**config.mk**
```make
export PLATFORM = sky130hd
export DESIGN_NAME = alu6_core
export DESIGN_NICKNAME = d
export VERILOG_FILES = /design/src/rtl/alu6_pkg.sv /design/src/rtl/alu6_decoder.sv /design/src/rtl/alu6_adder_path.sv /design/src/rtl/alu6_logic_unit.sv /design/src/rtl/alu6_shift_unit.sv /design/src/rtl/alu6_flag_unit.sv /design/src/rtl/alu6_core.sv
export SDC_FILE = /design/constraint.sdc
export NUM_CORES = 1
export LEC_CHECK = 0
export BUFFER_PORTS_ARGS = -buffer_cell sky130_fd_sc_hd__buf_2
export CAP_MARGIN = 20
export CELL_PAD_IN_SITES_DETAIL_PLACEMENT = 1
export CELL_PAD_IN_SITES_GLOBAL_PLACEMENT = 1
export CORE_MARGIN = 3
export CORE_UTILIZATION = 47
export DETAILED_ROUTE_END_ITERATION = 6
export PLACE_DENSITY_LB_ADDON = 0.3
export SLEW_MARGIN = 0
export SYNTH_ARGS = -nofsm -noshare
export SYNTH_HDL_FRONTEND = slang
export SYNTH_HIERARCHICAL = 1
export SYNTH_SLANG_ARGS = --single-unit
```
**constraint.sdc**
```tcl
create_clock -name vclk -period 12.9
set_clock_uncertainty 0.1 [all_clocks]
set_input_delay 3.225 -clock vclk [all_inputs]
set_output_delay 3.225 -clock vclk [all_outputs]
set_load 0.05 [all_outputs]
```
**src/rtl/alu6_pkg.sv**
```systemverilog
// Package: shared opcode encoding and decoded control bundle for the ALU.
// Assumes a 4-bit opcode; the data width is a parameter of the modules.
package alu6_pkg;

    localparam int OPC_W = 4;

    // Opcode map; code values are architectural.
    typedef enum logic [OPC_W-1:0] {
        OP_IDLE = 4'h0, OP_AND = 4'h1, OP_OR  = 4'h2, OP_XOR = 4'h3,
        OP_ROL  = 4'h4, OP_RLC = 4'h5, OP_SHL = 4'h6, OP_ADD = 4'h7,
        OP_ADC  = 4'h8, OP_SUB = 4'h9, OP_NOT = 4'hA, OP_INC = 4'hB,
        OP_ROR  = 4'hC, OP_RRC = 4'hD, OP_SHR = 4'hE, OP_DEC = 4'hF
    } alu_op_e;

    // Which unit feeds the result.
    typedef enum logic [1:0] {
        SRC_NONE  = 2'd0,
        SRC_ADDER = 2'd1,
        SRC_LOGIC = 2'd2,
        SRC_SHIFT = 2'd3
    } res_src_e;

    // Adder second-operand select.
    typedef enum logic [1:0] {
        BSEL_B    = 2'd0,
        BSEL_NOTB = 2'd1,
        BSEL_ZERO = 2'd2,
        BSEL_ONES = 2'd3
    } bsel_e;

    // Adder carry-in select.
    typedef enum logic [1:0] {
        CSEL_ZERO = 2'd0,
        CSEL_ONE  = 2'd1,
        CSEL_EXT  = 2'd2
    } csel_e;

    // Logic unit function.
    typedef enum logic [1:0] {
        LFN_AND = 2'd0,
        LFN_OR  = 2'd1,
        LFN_XOR = 2'd2,
        LFN_NOT = 2'd3
    } lfn_e;

    // What fills the vacated bit of a shift.
    typedef enum logic [1:0] {
        SH_LOGICAL = 2'd0,
        SH_WRAP    = 2'd1,
        SH_CARRY   = 2'd2
    } sh_mode_e;

    typedef struct packed {
        res_src_e src;
        bsel_e    bsel;
        csel_e    csel;
        lfn_e     lfn;
        sh_mode_e sh_mode;
        logic     sh_right;
    } alu_ctrl_t;

endpackage

```
**src/rtl/alu6_decoder.sv**
```systemverilog
// Module: alu6_decoder
// Turns the 4-bit opcode into the control bundle that steers the
// adder input muxes, the logic and shift units and the result mux.
// Assumes: purely combinational; every opcode value is defined.
module alu6_decoder
    import alu6_pkg::*;
(
    input  logic [OPC_W-1:0] opcode_i,
    output alu_ctrl_t        ctrl_o
);

    // Opcode table lookup.
    always_comb begin
        ctrl_o = '0;
        unique case (alu_op_e'(opcode_i))
            OP_IDLE: ctrl_o.src = SRC_NONE;
            OP_AND:  begin ctrl_o.src = SRC_LOGIC; ctrl_o.lfn = LFN_AND; end
            OP_OR:   begin ctrl_o.src = SRC_LOGIC; ctrl_o.lfn = LFN_OR;  end
            OP_XOR:  begin ctrl_o.src = SRC_LOGIC; ctrl_o.lfn = LFN_XOR; end
            OP_NOT:  begin ctrl_o.src = SRC_LOGIC; ctrl_o.lfn = LFN_NOT; end
            OP_ROL:  begin ctrl_o.src = SRC_SHIFT; ctrl_o.sh_mode = SH_WRAP;    ctrl_o.sh_right = 1'b0; end
            OP_RLC:  begin ctrl_o.src = SRC_SHIFT; ctrl_o.sh_mode = SH_CARRY;   ctrl_o.sh_right = 1'b0; end
            OP_SHL:  begin ctrl_o.src = SRC_SHIFT; ctrl_o.sh_mode = SH_LOGICAL; ctrl_o.sh_right = 1'b0; end
            OP_ROR:  begin ctrl_o.src = SRC_SHIFT; ctrl_o.sh_mode = SH_WRAP;    ctrl_o.sh_right = 1'b1; end
            OP_RRC:  begin ctrl_o.src = SRC_SHIFT; ctrl_o.sh_mode = SH_CARRY;   ctrl_o.sh_right = 1'b1; end
            OP_SHR:  begin ctrl_o.src = SRC_SHIFT; ctrl_o.sh_mode = SH_LOGICAL; ctrl_o.sh_right = 1'b1; end
            OP_ADD:  begin ctrl_o.src = SRC_ADDER; ctrl_o.bsel = BSEL_B;    ctrl_o.csel = CSEL_ZERO; end
            OP_ADC:  begin ctrl_o.src = SRC_ADDER; ctrl_o.bsel = BSEL_B;    ctrl_o.csel = CSEL_EXT;  end
            OP_SUB:  begin ctrl_o.src = SRC_ADDER; ctrl_o.bsel = BSEL_NOTB; ctrl_o.csel = CSEL_ONE;  end
            OP_INC:  begin ctrl_o.src = SRC_ADDER; ctrl_o.bsel = BSEL_ZERO; ctrl_o.csel = CSEL_ONE;  end
            OP_DEC:  begin ctrl_o.src = SRC_ADDER; ctrl_o.bsel = BSEL_ONES; ctrl_o.csel = CSEL_ZERO; end
            default: ctrl_o = '0;
        endcase
    end

    // Guard: only the idle code may leave the result unsourced.
    always_comb begin
        p_idle_only_code_r1: assert ((ctrl_o.src == SRC_NONE) == (opcode_i == 4'h0))
            else $error("decoder: unsourced result on non-idle opcode");
    end

endmodule

```
**src/rtl/alu6_adder_path.sv**
```systemverilog
// Module: alu6_adder_path
// Shared adder with its operand-B and carry-in select muxes; yields
// sum, carry-out and signed overflow for every arithmetic opcode.
// Assumes: ripple-style sum is acceptable for the width in use.
module alu6_adder_path
    import alu6_pkg::*;
#(
    parameter int W = 6
) (
    input  logic [W-1:0] a_i,
    input  logic [W-1:0] b_i,
    input  logic         carry_i,
    input  bsel_e        bsel_i,
    input  csel_e        csel_i,
    output logic [W-1:0] sum_o,
    output logic         cout_o,
    output logic         ovf_o
);

    localparam int MSB = W - 1;

    logic [W-1:0] b_mux;
    logic         c_mux;
    logic [W:0]   total;

    // Second operand select.
    always_comb begin
        unique case (bsel_i)
            BSEL_B:    b_mux = b_i;
            BSEL_NOTB: b_mux = ~b_i;
            BSEL_ZERO: b_mux = '0;
            BSEL_ONES: b_mux = '1;
            default:   b_mux = b_i;
        endcase
    end

    // Carry-in select.
    always_comb begin
        unique case (csel_i)
            CSEL_ZERO: c_mux = 1'b0;
            CSEL_ONE:  c_mux = 1'b1;
            CSEL_EXT:  c_mux = carry_i;
            default:   c_mux = 1'b0;
        endcase
    end

    // Widened add; top bit is the carry-out.
    always_comb begin
        total  = {1'b0, a_i} + {1'b0, b_mux} + {{W{1'b0}}, c_mux};
        sum_o  = total[W-1:0];
        cout_o = total[W];
    end

    // Signed overflow: like-signed inputs yielding a different sign.
    always_comb begin
        ovf_o = (a_i[MSB] == b_mux[MSB]) && (sum_o[MSB] != a_i[MSB]);
    end

    // Guard: subtract carry-out means no borrow.
    always_comb begin
        if (bsel_i == BSEL_NOTB && csel_i == CSEL_ONE) begin
            p_sub_no_borrow_r4: assert (cout_o == (a_i >= b_i))
                else $error("adder: subtract carry disagrees with unsigned compare");
        end
    end

endmodule

```
**src/rtl/alu6_logic_unit.sv**
```systemverilog
// Module: alu6_logic_unit
// Bitwise AND, OR, XOR of A and B, or complement of A.
// Assumes: function select comes from the decoder.
module alu6_logic_unit
    import alu6_pkg::*;
#(
    parameter int W = 6
) (
    input  logic [W-1:0] a_i,
    input  logic [W-1:0] b_i,
    input  lfn_e         lfn_i,
    output logic [W-1:0] y_o
);

    // Per-bit function select, one slice per bit.
    for (genvar i = 0; i < W; i++) begin : g_slice
        always_comb begin
            unique case (lfn_i)
                LFN_AND: y_o[i] = a_i[i] & b_i[i];
                LFN_OR:  y_o[i] = a_i[i] | b_i[i];
                LFN_XOR: y_o[i] = a_i[i] ^ b_i[i];
                LFN_NOT: y_o[i] = ~a_i[i];
                default: y_o[i] = 1'b0;
            endcase
        end
    end

    // Guard: invert has no ones in common with its operand.
    always_comb begin
        if (lfn_i == LFN_NOT) begin
            p_not_disjoint_r2: assert ((y_o & a_i) == '0)
                else $error("logic: invert overlaps operand");
        end
    end

endmodule

```
**src/rtl/alu6_shift_unit.sv**
```systemverilog
// Module: alu6_shift_unit
// One-position shift of A left or right; the vacated bit is filled
// with 0, the bit leaving the other end, or the external carry.
// The leaving bit is returned as the shift carry-out.
// Assumes: single-position moves only.
module alu6_shift_unit
    import alu6_pkg::*;
#(
    parameter int W = 6
) (
    input  logic [W-1:0] a_i,
    input  logic         carry_i,
    input  logic         right_i,
    input  sh_mode_e     mode_i,
    output logic [W-1:0] y_o,
    output logic         out_bit_o
);

    localparam int MSB = W - 1;

    logic leave_bit;
    logic fill_bit;

    // Bit that drops off the end in the chosen direction.
    always_comb leave_bit = right_i ? a_i[0] : a_i[MSB];

    // Vacated-bit source.
    always_comb begin
        unique case (mode_i)
            SH_LOGICAL: fill_bit = 1'b0;
            SH_WRAP:    fill_bit = leave_bit;
            SH_CARRY:   fill_bit = carry_i;
            default:    fill_bit = 1'b0;
        endcase
    end

    // Per-bit neighbour select; end bits take the fill.
    for (genvar i = 0; i < W; i++) begin : g_bit
        if (i == 0) begin : g_lsb
            always_comb y_o[i] = right_i ? a_i[i+1] : fill_bit;
        end else if (i == MSB) begin : g_msb
            always_comb y_o[i] = right_i ? fill_bit : a_i[i-1];
        end else begin : g_mid
            always_comb y_o[i] = right_i ? a_i[i+1] : a_i[i-1];
        end
    end

    always_comb out_bit_o = leave_bit;

    // Guard: a wrap rotate keeps the count of ones.
    always_comb begin
        if (mode_i == SH_WRAP) begin
            p_rotate_keeps_ones_r7: assert ($countones(y_o) == $countones(a_i))
                else $error("shift: wrap rotate changed population");
        end
    end

endmodule

```
**src/rtl/alu6_flag_unit.sv**
```systemverilog
// Module: alu6_flag_unit
// Zero and parity flags from the selected result; zero is forced
// low while the unit is idle.
// Assumes: result is already zero when idle.
module alu6_flag_unit #(
    parameter int W = 6
) (
    input  logic [W-1:0] result_i,
    input  logic         active_i,
    output logic         zero_o,
    output logic         parity_o
);

    // All-zero detect, qualified by activity.
    always_comb zero_o = active_i && (result_i == '0);

    // Odd-ones detect.
    always_comb parity_o = ^result_i;

    // Guard: an all-zero result can never be odd.
    always_comb begin
        if (zero_o) begin
            p_zero_even_r10: assert (!parity_o && $countones(result_i) == 0)
                else $error("flags: zero flag with ones in result");
        end
    end

endmodule

```
**src/rtl/alu6_core.sv**
```systemverilog
// Module: alu6_core (top)
// Combinational opcode-driven ALU: decoder, shared adder path, logic
// unit, shift unit, result/carry/overflow muxes and flag unit.
// Assumes: no clock; callers register inputs and outputs as needed.
module alu6_core
    import alu6_pkg::*;
#(
    parameter int W = 6
) (
    input  logic [OPC_W-1:0] opcode_i,
    input  logic [W-1:0]     a_i,
    input  logic [W-1:0]     b_i,
    input  logic             carry_i,
    output logic [W-1:0]     result_o,
    output logic             carry_o,
    output logic             ovf_o,
    output logic             zero_o,
    output logic             parity_o
);

    alu_ctrl_t    ctrl;
    logic [W-1:0] add_sum;
    logic         add_cout;
    logic         add_ovf;
    logic [W-1:0] log_y;
    logic [W-1:0] sh_y;
    logic         sh_out;
    logic         active;

    alu6_decoder u_dec (
        .opcode_i (opcode_i),
        .ctrl_o   (ctrl)
    );

    alu6_adder_path #(.W(W)) u_add (
        .a_i     (a_i),
        .b_i     (b_i),
        .carry_i (carry_i),
        .bsel_i  (ctrl.bsel),
        .csel_i  (ctrl.csel),
        .sum_o   (add_sum),
        .cout_o  (add_cout),
        .ovf_o   (add_ovf)
    );

    alu6_logic_unit #(.W(W)) u_log (
        .a_i   (a_i),
        .b_i   (b_i),
        .lfn_i (ctrl.lfn),
        .y_o   (log_y)
    );

    alu6_shift_unit #(.W(W)) u_sh (
        .a_i       (a_i),
        .carry_i   (carry_i),
        .right_i   (ctrl.sh_right),
        .mode_i    (ctrl.sh_mode),
        .y_o       (sh_y),
        .out_bit_o (sh_out)
    );

    // Result, carry and overflow select by source unit.
    always_comb begin
        unique case (ctrl.src)
            SRC_ADDER: begin result_o = add_sum; carry_o = add_cout; ovf_o = add_ovf; end
            SRC_LOGIC: begin result_o = log_y;   carry_o = 1'b0;     ovf_o = 1'b0;    end
            SRC_SHIFT: begin result_o = sh_y;    carry_o = sh_out;   ovf_o = 1'b0;    end
            default:   begin result_o = '0;      carry_o = 1'b0;     ovf_o = 1'b0;    end
        endcase
    end

    always_comb active = (ctrl.src != SRC_NONE);

    alu6_flag_unit #(.W(W)) u_flg (
        .result_i (result_o),
        .active_i (active),
        .zero_o   (zero_o),
        .parity_o (parity_o)
    );

    // Guard: idle opcode silences every output.
    always_comb begin
        if (opcode_i == 4'h0) begin
            p_idle_quiet_r1: assert (result_o == '0 && !carry_o && !ovf_o && !zero_o && !parity_o)
                else $error("core: idle opcode produced activity");
        end
    end

    // Guard: plain add never sees the external carry.
    always_comb begin
        if (opcode_i == 4'h7) begin
            p_add_ignores_cin_r3: assert (result_o == W'(a_i + b_i))
                else $error("core: add without carry used carry-in");
        end
    end

    // Guard: overflow only on arithmetic opcodes.
    always_comb begin
        if (ovf_o) begin
            p_ovf_arith_only_r6: assert (opcode_i inside {4'h7, 4'h8, 4'h9, 4'hB, 4'hF})
                else $error("core: overflow on non-arithmetic opcode");
        end
    end

endmodule

```
Word level (Yosys, flattened, before mapping)

Cells that the tools add are included.

Register bits after elaboration: 0
Bits of input ports: 17
Output and inout bits: 10
Logic and storage cells: 91

Equality and inequality tests: 30
Reductions and logical operators: 11
Multiplexer cells: 23
Bitwise gates (word level): 25
$add $sub $neg: 2

Operators with widths:

| kind                 | number |
|---|---|
| $eq A4 B4 Y1 const B | 8 |
| $pmux W1 S4          | 6 |
| $pmux W6 S4          | 1 |
| $pmux W6 S3          | 1 |
| $eq A2 B2 Y1 const B | 8 |
| $eq A4 B3 Y1 const B | 4 |
| $pmux W4 S4          | 1 |
| $pmux W3 S5          | 1 |
| $eq A2 B1 Y1 const B | 5 |
| $eq A4 B2 Y1 const B | 2 |
| $mux W1              | 8 |
| $pmux W2 S4          | 1 |
| $add A6 B6 Y7        | 1 |
| $add A7 B1 Y7        | 1 |
| $and A1 B1 Y1        | 6 |
| $logic_not A6 Y1     | 1 |
| $not A1 Y1           | 6 |
| $not A6 Y6           | 1 |
| $or A1 B1 Y1         | 6 |
| $pmux W1 S2          | 3 |
| $pmux W2 S3          | 1 |
| $reduce_or A6 Y1     | 1 |
| $reduce_xor A6 Y1    | 1 |
| $xor A1 B1 Y1        | 6 |
| other kinds (9)      | 11 |

Depth between registers and ports, before layout

Depth in word-level cells: 9
Depth in mapped cells: 16
Mapped depth without buffers: 15

By module

The synthesis kept the hierarchy.

By module, submodules not included:

| module          | instances | area an instance (µm²) | sequential area each (µm²) | cells an instance |
|---|---|---|---|---|
| alu6_adder_path | 1         | 389.1                  | 0.0                        | 47 |
| alu6_logic_unit | 1         | 364.1                  | 0.0                        | 37 |
| alu6_core       | 1         | 178.9                  | 0.0                        | 19 |
| alu6_shift_unit | 1         | 175.2                  | 0.0                        | 19 |
| alu6_decoder    | 1         | 115.1                  | 0.0                        | 19 |
| alu6_flag_unit  | 1         | 92.6                   | 0.0                        | 11 |

Least setup slack after synthesis

No wires, ideal clock.

Kind: input to output
Start point: in opcode_i[0]
End point: out parity_o
Buffers on the path: 1
Cell stages on the path: 15
Data arrival time: 6.667 ns
Data required time: 9.575 ns
Slack: 2.908 ns
Cells stage by stage: buf_6 -> nor4b_1 -> inv_1 -> ha_1 -> a21oi_1 -> nor2_1 -> fa_1 -> fa_1 -> a211oi_1 -> nor2_1 -> nor2_1 -> a22o_1 -> inv_1 -> ha_1 -> xor3_1

RTL lines:

| what            | line            | source |
|---|---|---|
| start, declared | alu6_core.sv:10 | `input logic [OPC_W-1:0] opcode_i,` |
| end, declared   | alu6_core.sv:18 | `output logic parity_o` |

==> flow_metrics.tcl <==
set metrics [dict create \
    start_util_pct 51.2 \
    yosysTopAreaCell "ha_1" \
    ys_warn_count 6 \
    core_mm2 0.00257 \
    io_pins 27 \
    max_cap_violations 0 \
    rows 18 \
    routed_via_density 5.51 \
    seq_area_um2 0 \
    first_global_vias 1189 \
    p_leak_nw 0.749 \
    cp_slowest_cell "fa_1" \
    vias 1129 \
    synth-seq-area-share_pct 0 \
    drt_iter0_markers 17 \
    ctsHoldBuffers 0 \
    synth_top_area_share_pct 22.8 \
    die_x_um 58.9 \
    period_minus_slack_ns 10.0 \
    fmax_mhz 100 \
    totalPowerFinal_mw 0.106 \
    chipHeight_um 58.9 \
    fin_util_pct 56.3 \
    diodes 0 \
    grt.overflow.total 0 \
    finalSetupViolCount 0 \
    synth_commonest_cells "inv_1, ha_1, nand2b_1, nor2_1, xnor2_1" \
    multiInputGateArea_mm2 0.00115 \
    whs_endpoint "carry_o" \
    wirelength_um 3480 \
    hold_ws_ns 7.06 \
    setup_ws_ns 2.90 \
    cp_max_fo 9 \
    n_fill_cell 342 \
    synthCells 152 \
    hold_class "in2out" \
    crit_required_ns 9.57 \
    dpl_cell_area_mm2 0.00144 \
    dpl.cell_count 204 \
    yosys-top-cells-area "ha_1, mux4_2, inv_1, xnor2_1, mux2_4" \
    start_kind "input pin" \
    syn-num-nets 195 \
    cts-resized-gates 0 \
    grt_max_degree 11 \
    hold_depth 6 \
    clkbuf_count 0 \
    cp-end-kind "output pin" \
    dp_slack_ns 2.97 \
    arrival_ns 6.67 \
    fin_cells 205 \
    rsz0062_at_grt "false" \
    synth_area_per_cell_um2 8.65 \
    gp_congestion 0.808 \
    area_growth_pct 9.90 \
    worst_slew_pin_slew_ns 0.833 \
    layout.nets 220 \
    grt_use_total_pct 20.5 \
    wire_per_inst_um 17.0 \
    status "complete, no violations" \
    drtAntennaViolNets 0 \
    drive_above_1_share_pct 30.3 \
    maxSlewHeadroom_pct 44.3 \
    crit_chain "buf_2 > nor4b_1 > inv_1 > ha_1 > a21oi_1 > nor2_1 > fa_1 > fa_1 > a21o_1 > a211oi_1 > nor2_1 > a22o_1 > inv_1 > ha_1 > xor3_1 > buf_2" \
    fin_setup_tns_ns 0 \
    route.detailed.drc 0 \
    seq_cell_count 0 \
    hpwl_um 2950 \
    port_buffers 27 \
    hp-start "a_i[5]" \
    dieArea_mm2 0.00347 \
    antenna_found_initial 0 \
    synth_most_common_cell "inv_1" \
    finalHoldViolCount 0 \
    drv_slew 0 \
    post-route-cell-area_mm2 0.00145 \
    synth_area_mm2 0.00132 \
    slowest_delay_ns 0.44 \
    power_density_mw_per_mm2 73.2 \
    ys_types 39 \
    cts_setup_buffers 0 \
    path_class "in2out" \
    fin_crit_sh_pct 77.5 \
    irDropWorstVdd_mv 0.107 \
    grt_pass1_wl_um 5590 \
    firstDrtPassIters 4 \
]
==> layout by cell type (no fill, tap or decap), drive strengths merged, types with 3 or more instances in the layout <==
cell type | synthesis | final
buf | 6 | 29
ha | 24 | 24
a21oi | 4 | 4
inv | 29 | 29
mux2 | 11 | 11
a22o | 6 | 6
nand2b | 12 | 12
nand2 | 6 | 6
nor2b | 3 | 3
xnor2 | 9 | 9
nor2 | 11 | 11
mux4 | 6 | 6
==> cells by family (layout without fill, tap and decap cells) <==
kind of cell | after synthesis | count (layout) | synth area share (%)
simple gates | 42 | 42 | 18.7
buf+inv | 35 | 58 | 12.7
fa+ha+maj | 26 | 26 | 25.9
compound gates | 20 | 20 | 12.4
mux | 18 | 18 | 21.9
xor+xnor | 11 | 11 | 8.47
==> power by group <==
part           leakage (nW)  internal (mW)  total [mW]  switching, mW
clock network             0              0           0              0
logic                 0.749         0.0404       0.106         0.0654
registers                 0              0           0              0
==> worst max-delay path: cells and delay by family <==
family | cells | cell delay (ns)
compound gates | 4 | 0.80
xor+xnor | 1 | 0.19
fa+ha+maj | 4 | 1.30
buf+inv | 4 | 0.57
simple gates | 3 | 0.57
==> routing by layer <==
metal  up-vias  GRT usage (%)  wire length (µm)
met2        26           40.4              1800
li1        559              -                 -
met1       542           25.8              1490
met5         -              0                 0
met4         0          0.324                40
met3         2          0.877               143
==> final cells by class <==
cell class	instances	share of cell area, %
multi-input combinational	117	79.5
timing repair buffer	29	10.4
inverter	29	7.53
tap	30	2.60
==> worst max-delay path by stage <==
stage           startpoint        to  depth (start not counted)
3_3_place_gp   opcode_i[0]  parity_o                         16
2_1_floorplan  opcode_i[0]  parity_o                         15
3_5_place_dp   opcode_i[0]  parity_o                         16
6_report       opcode_i[0]  parity_o                         16
4_1_cts        opcode_i[0]  parity_o                         16
5_1_grt        opcode_i[0]  parity_o                         16
Power figures use the tool's default switching activity.
